File: src/rtl/ahb_beat_addr_gen.sv
module ahb_beat_addr_gen #(
  parameter int ADDR_W  = 32,
  parameter int DATA_W  = 32,
  parameter int IDX_W   = 8,
  parameter int BOUND_W = 10
) (
  input  logic              clk,
  input  logic              rst_n,
  input  logic              hsel,
  input  logic              hready,
  input  logic [1:0]        htrans,
  input  logic [2:0]        hburst,
  input  logic [2:0]        hsize,
  input  logic [ADDR_W-1:0] haddr,
  output logic [ADDR_W-1:0] beat_addr,
  output logic [IDX_W-1:0]  word_idx,
  output logic              active,
  output logic              last_beat,
  output logic              cross_err
);
  localparam int LANE_W = $clog2(DATA_W / 8);
  localparam logic [1:0] TR_IDLE = 2'b00;
  localparam logic [1:0] TR_NSEQ = 2'b10;
  localparam logic [1:0] TR_SEQ  = 2'b11;

  logic [ADDR_W-1:0] cur_q;
  logic [2:0]        kind_q;
  logic [2:0]        size_q;
  logic [3:0]        cnt_q;
  logic              act_q;
  logic              err_q;

  wire take     = hsel & hready;
  wire do_start = take && htrans == TR_NSEQ;
  wire do_step  = take && htrans == TR_SEQ && act_q;
  wire do_stop  = take && htrans == TR_IDLE;

  logic [4:0] beats;
  always_comb begin
    case (kind_q[2:1])
      2'b00:   beats = 5'd1;
      2'b01:   beats = 5'd4;
      2'b10:   beats = 5'd8;
      default: beats = 5'd16;
    endcase
  end

  wire is_wrap = ~kind_q[0] & (kind_q != 3'b000);
  wire fixed   = kind_q != 3'b001;

  wire [ADDR_W-1:0] step    = ADDR_W'(1) << size_q;
  wire [ADDR_W-1:0] span    = ADDR_W'(beats) << size_q;
  wire [ADDR_W-1:0] mask    = span - ADDR_W'(1);
  wire [ADDR_W-1:0] inc     = cur_q + step;
  wire [ADDR_W-1:0] nxt     = is_wrap ? ((cur_q & ~mask) | (inc & mask)) : inc;
  wire [BOUND_W:0]  low_sum = {1'b0, cur_q[BOUND_W-1:0]} + step[BOUND_W:0];
  wire              carry   = low_sum[BOUND_W] & ~is_wrap;

  always_ff @(posedge clk or negedge rst_n) begin
    if (!rst_n) begin
      cur_q  <= '0;
      kind_q <= '0;
      size_q <= '0;
      cnt_q  <= '0;
      act_q  <= 1'b0;
      err_q  <= 1'b0;
    end else if (do_start) begin
      cur_q  <= haddr;
      kind_q <= hburst;
      size_q <= hsize;
      cnt_q  <= '0;
      act_q  <= 1'b1;
      err_q  <= 1'b0;
    end else if (do_step) begin
      cur_q  <= nxt;
      cnt_q  <= cnt_q + 4'd1;
      if (carry) err_q <= 1'b1;
    end else if (do_stop) begin
      act_q  <= 1'b0;
    end
  end

  assign beat_addr = cur_q;
  assign word_idx  = cur_q[LANE_W +: IDX_W];
  assign active    = act_q;
  assign last_beat = act_q & fixed & ({1'b0, cnt_q} == beats - 5'd1);
  assign cross_err = err_q;
endmodule

File: config.mk
export PLATFORM = sky130hd
export DESIGN_NAME = ahb_beat_addr_gen
export DESIGN_NICKNAME = d
export VERILOG_FILES = /design/src/rtl/ahb_beat_addr_gen.sv
export SDC_FILE = /design/constraint.sdc
export NUM_CORES = 1
export LEC_CHECK = 0
export ABC_AREA = 1
export CORE_AREA = 3 3 118 120
export CTS_CLUSTER_SIZE = 10
export DETAILED_ROUTE_END_ITERATION = 12
export DIE_AREA = 0 0 121 123
export DONT_BUFFER_PORTS = 1
export GPL_ROUTABILITY_DRIVEN = 0
export HOLD_SLACK_MARGIN = 0.06
export PLACE_DENSITY = 0.5
export SYNTH_ARGS = -nofsm -noshare
export SYNTH_HDL_FRONTEND = slang
export SYNTH_SLANG_ARGS = --single-unit
File: constraint.sdc
create_clock -name clk -period 4 [get_ports clk]
set_input_delay 0.8 -clock clk [delete_from_list [all_inputs] [get_ports clk]]
set_output_delay 0.8 -clock clk [all_outputs]
set_load 0.005 [all_outputs]
Word-level counts from Yosys, hierarchy flattened

Cells that the tools add are included.
Widths: inputs -> output; s select.

Bits in registers: 44
Bits of input ports: 44
Output and inout bits: 43
Word-level logic and storage cells: 55

Muxes and demuxes: 12
$add $sub $neg: 5
Bitwise gates (word level): 11
Shifts and indexed selects: 2
Equality and inequality tests: 7
Reductions and logical operators: 12

Operators with widths:

| kind                  | count |
|---|---|
| $mux 32               | 3 |
| $and 32x32->32        | 2 |
| $add 32x32->32        | 1 |
| $not 32->32           | 1 |
| $or 32x32->32         | 1 |
| $shl 1x3->32 const A  | 1 |
| $shl 5x3->32          | 1 |
| $sub 32x1->32 const B | 1 |
| $pmux 5 s3            | 1 |
| $add 10x11->11        | 1 |
| $mux 4                | 2 |
| $eq 2x2->1 const B    | 3 |
| $mux 1                | 6 |
| $reduce_bool 2->1     | 3 |
| $and 1x1->1           | 5 |
| $eq 4x5->1            | 1 |
| $sub 5x1->5 const B   | 1 |
| $add 4x1->4 const B   | 1 |
| $logic_and 1x1->1     | 4 |
| $logic_not 2->1       | 2 |
| $reduce_and 2->1      | 2 |
| $ne 3x1->1 const B    | 1 |
| $reduce_bool 3->1     | 1 |
| $eq 2x1->1 const B    | 1 |
| 2 further kinds       | 3 |

Longest topological paths before layout

Depth in word-level cells: 10
Gate-level depth with buffers: 18

Worst setup path after synthesis

No wires, ideal clock.

Path type: reg-to-reg
Start: register size_q[0]
End: register with a tool-made name
Buffers on the path: 2
Clock period less this slack: 2.443 ns
Required time: 3.923 ns
Path slack: 1.557 ns
Cell stages (with the launch flop): 17
Arrival time: 2.366 ns
Cells stage by stage: dfrtp_1 buf_2 nor2_1 inv_1 nor2_1 ha_1 fa_1 nand3_1 nand3_2 a21oi_2 o21ai_4 and2_1 buf_4 nand2_1 xnor2_1 nand2_1 a21oi_1

RTL lines:

| item                   | line | text |
|---|---|---|
| start, declared        | 28   | `logic [2:0] size_q;` |
| start signal, assigned | 70   | `size_q <= hsize;` |

==> results.cfg <==
[layout]
areaGrowthSynthToFinish_pct = 6.27
n_antenna_cell = 0
drive_gt1_frac = 0.0965
final_core_util = 0.316
nNetsFinal = 625

[logic_synthesis]
ys_top_cells_by_area = dfrtp_1 (28%), nand2_1 (15%), nand3_1 (6.0%), inv_1 (5.6%), a21oi_1 (4.8%)
syn_avg_cell_area_um2 = 6.66
synth_xor_area_frac = 0.0315
synth_top_family_by_area = simple AND/OR/NAND/NOR gates
synthArstFlopShare = 1.00
synth-compound-area-share = 0.143
yosys_warnings = 0
synth_fp_nets = 641
synth-seq-cells = 44
ys_top_cells_by_count = nand2_1 (153), inv_1 (58), nor2_1 (49)
synth_top_area_cell = dfrtp_1
yosys.area_share.adder = 0.0405
synthCells = 585
yosys.area_share.simple = 0.382
yosysMostFrequentCell = nand2_1
syn_area_um2 = 3890
netlist-cell-type-count = 46
seq_area_frac_synth = 0.283
synth_top_area_frac = 0.283
synth_mux_area_frac = 0.0109
ys.flop_type = dfrtp_1
synth_enable_flop_cells = 0

[timing]
setup_tns_ps = 0
skew_ps = 6.33
rsz0062_at_grt = false
worst_slew_pin_slew_ps = 1040
setup_viol = 0
finalHoldViolations = 0
fmax_mhz = 355
min_period_ps = 2820
maxSlewHeadroom = 0.306
slew_viol_final = 0
timing.final.crit_share = 0.705

[die]
ios = 87
rows = 42
dieArea_um2 = 14900
dieHeight_um = 123
core_area_um2 = 13100
initial_utilization = 0.298
die_x_um = 121

[global_routing]
gr-usage-met1 = 0.199
grt_overflow = 0
grt.busiest_layer = met2
grt_use_met3 = 0.0499
grt_max_degree = 45
grt_pass1_vias = 3621
grt_pass1_wl_um = 18800
use_met2 = 0.270
grt.total_usage = 0.162
antenna_found_initial = 1

[clocking]
path_clk_slew_ps = 70
clock_path_buffers = 2
cts_tree = yes
cts_buffers = 5
postCtsSetupBuffers = 0
hold_buffers = 0
cts-resized-gates = 0
h-tree-depth = 2
clk_latency_ps = 300
clock_sinks = 44
cts_root_buf = clkbuf_16

[power_and_ir_drop]
switching_power_mw = 1.07
p_seq_frac = 0.379
combPwrFrac = 0.409
p_clk_frac = 0.213
p_per_area_nw_per_um2 = 558
switching_share = 0.465
cellLeakagePower_nw = 1.96
peakVddDrop_uv = 246
p_int_mw = 1.24
fin_total_pwr_mw = 2.31

[routing]
viasPerCell = 4.95
ant_nets = 0
dr.pass1.iters = 4
vias = 3691
wl_um = 11900
drtIter0Drc = 229
wire_per_inst_um = 16.0
drc = 0

[critical_path]
crit_chain = nor2_1 > inv_1 > nor2_1 > ha_1 > fa_1 > nand3_1 > nand3_2 > a21oi_2 > o21ai_4 > nand2_1 > nor2_1 > nand2_1 > nand2_1 > nand3_1 > nand3_1 > o21ai_0
critPathMaxFanout = 7
start_kind = flop
cp.arrival_ps = 3000
max_stage_delay_ps = 480
slowest_stage = dfrtp_1
crit_required_ps = 4180
crit_path_end_kind = flop
worstSetupPathType = flop to flop

[place]
dp_hpwl_um = 9130
io_buffer_count = 0

[status]
status = completed

[min_path]
hp-class = input pin to async pin

[job]
maxCapViolCount = 0
-- kinds of logic (layout without fill, tap and decap cells) --
family / Yosys count / count (layout)
AO/OA/AOI/OAI: 102 / 102
XOR/XNOR: 14 / 14
adder cells (fa/ha/maj): 12 / 12
buffers and inverters: 96 / 81
flip-flops: 44 / 44
multiplexers: 4 / 4
AND/OR/NAND/NOR: 313 / 313
-- final timing paths --
check / from / to / slack, ps / cells past startpoint
min: rst_n / async pin / 190 / 0
max in group asynchronous: rst_n / cnt_q[2] / 3710 / 0
max reg2reg: size_q[1] / flop / 1180 / 16
min in group clk: flop / flop / 540 / 2
max: size_q[1] / flop / 1180 / 16
min reg2reg: flop / flop / 540 / 2
-- cell type report --
| cell class | count | area, µm² |
|---|---|---|
| clock inverters | 2 | 35.0 |
| flip-flops and latches | 44 | 1100 |
| clock buffers | 6 | 129 |
| repair buffers | 2 | 15.0 |
| fillers | 1449 | 8950 |
| well taps | 176 | 220 |
| multi-input cells | 445 | 2370 |
| inverters | 71 | 269 |
-- placed cells by master (no fill, tap or decap), drive strengths merged --
master     n
nor3      15
xor2       9
mux2       2
and3       2
nand2    162
a21oi     39
nand4      7
a21boi     1
and2       3
nor4       7
nand3b     2
clkinv     1
nor2      59
o21bai     1
a2111oi    1
xnor2      5
a22oi      2
dfrtp     44
o21a       1
a31oi      2
a21o       2
o21ai     51
ha        11
mux2i      2
bufinv     1
nand3     55
inv       71
clkbuf     6
o211ai     2
fa         1
buf        2
or2        1
-- critical path, delay by kind of cell (launching register included) --
family / cells / cell delay [ps]
AOI/OAI and AO/OA: 3 / 360
DFF: 1 / 480
buffers and inverters: 1 / 80
and+or+nand+nor: 10 / 1210
adders and majority gates: 2 / 550
-- power groups by stage --
| stage | sequential, mW | clock, mW | combinational, mW |
|---|---|---|---|
| 6_report | 0.875 | 0.491 | 0.944 |
| 5_1_grt | 0.915 | 0.523 | 1.08 |
| 4_1_cts | 0.879 | 0.509 | 0.949 |
| 3_5_place_dp | 0.888 | 0 | 0.943 |
| 3_3_place_gp | 0.883 | 0 | 0.932 |
| 2_1_floorplan | 0.772 | 0 | 0.843 |
-- routing by layer --
| metal | share of wire | routed length [µm] | up-vias |
|---|---|---|---|
| met2 | 0.47 | 5630 | 100 |
| met1 | 0.44 | 5240 | 1697 |
| li1 | - | - | 1875 |
| met3 | 0.070 | 831 | 17 |
| met4 | 0.019 | 232 | 2 |
| met5 | 0.0011 | 13 | - |
-- metrics by stage --
step / area, µm² / hold slack (ps) / instances / setup WS, ps
2_1_floorplan: 3890 / 496 / 585 / 1560
3_3_place_gp: 3970 / 508 / 738 / 1310
3_5_place_dp: 3970 / 508 / 738 / 1190
4_1_cts: 4140 / 178 / 746 / 1180
5_1_grt: 4140 / 175 / 746 / 821
6_report: 4140 / 190 / 746 / 1180
No activity file was read; power rests on OpenSTA's default activity.
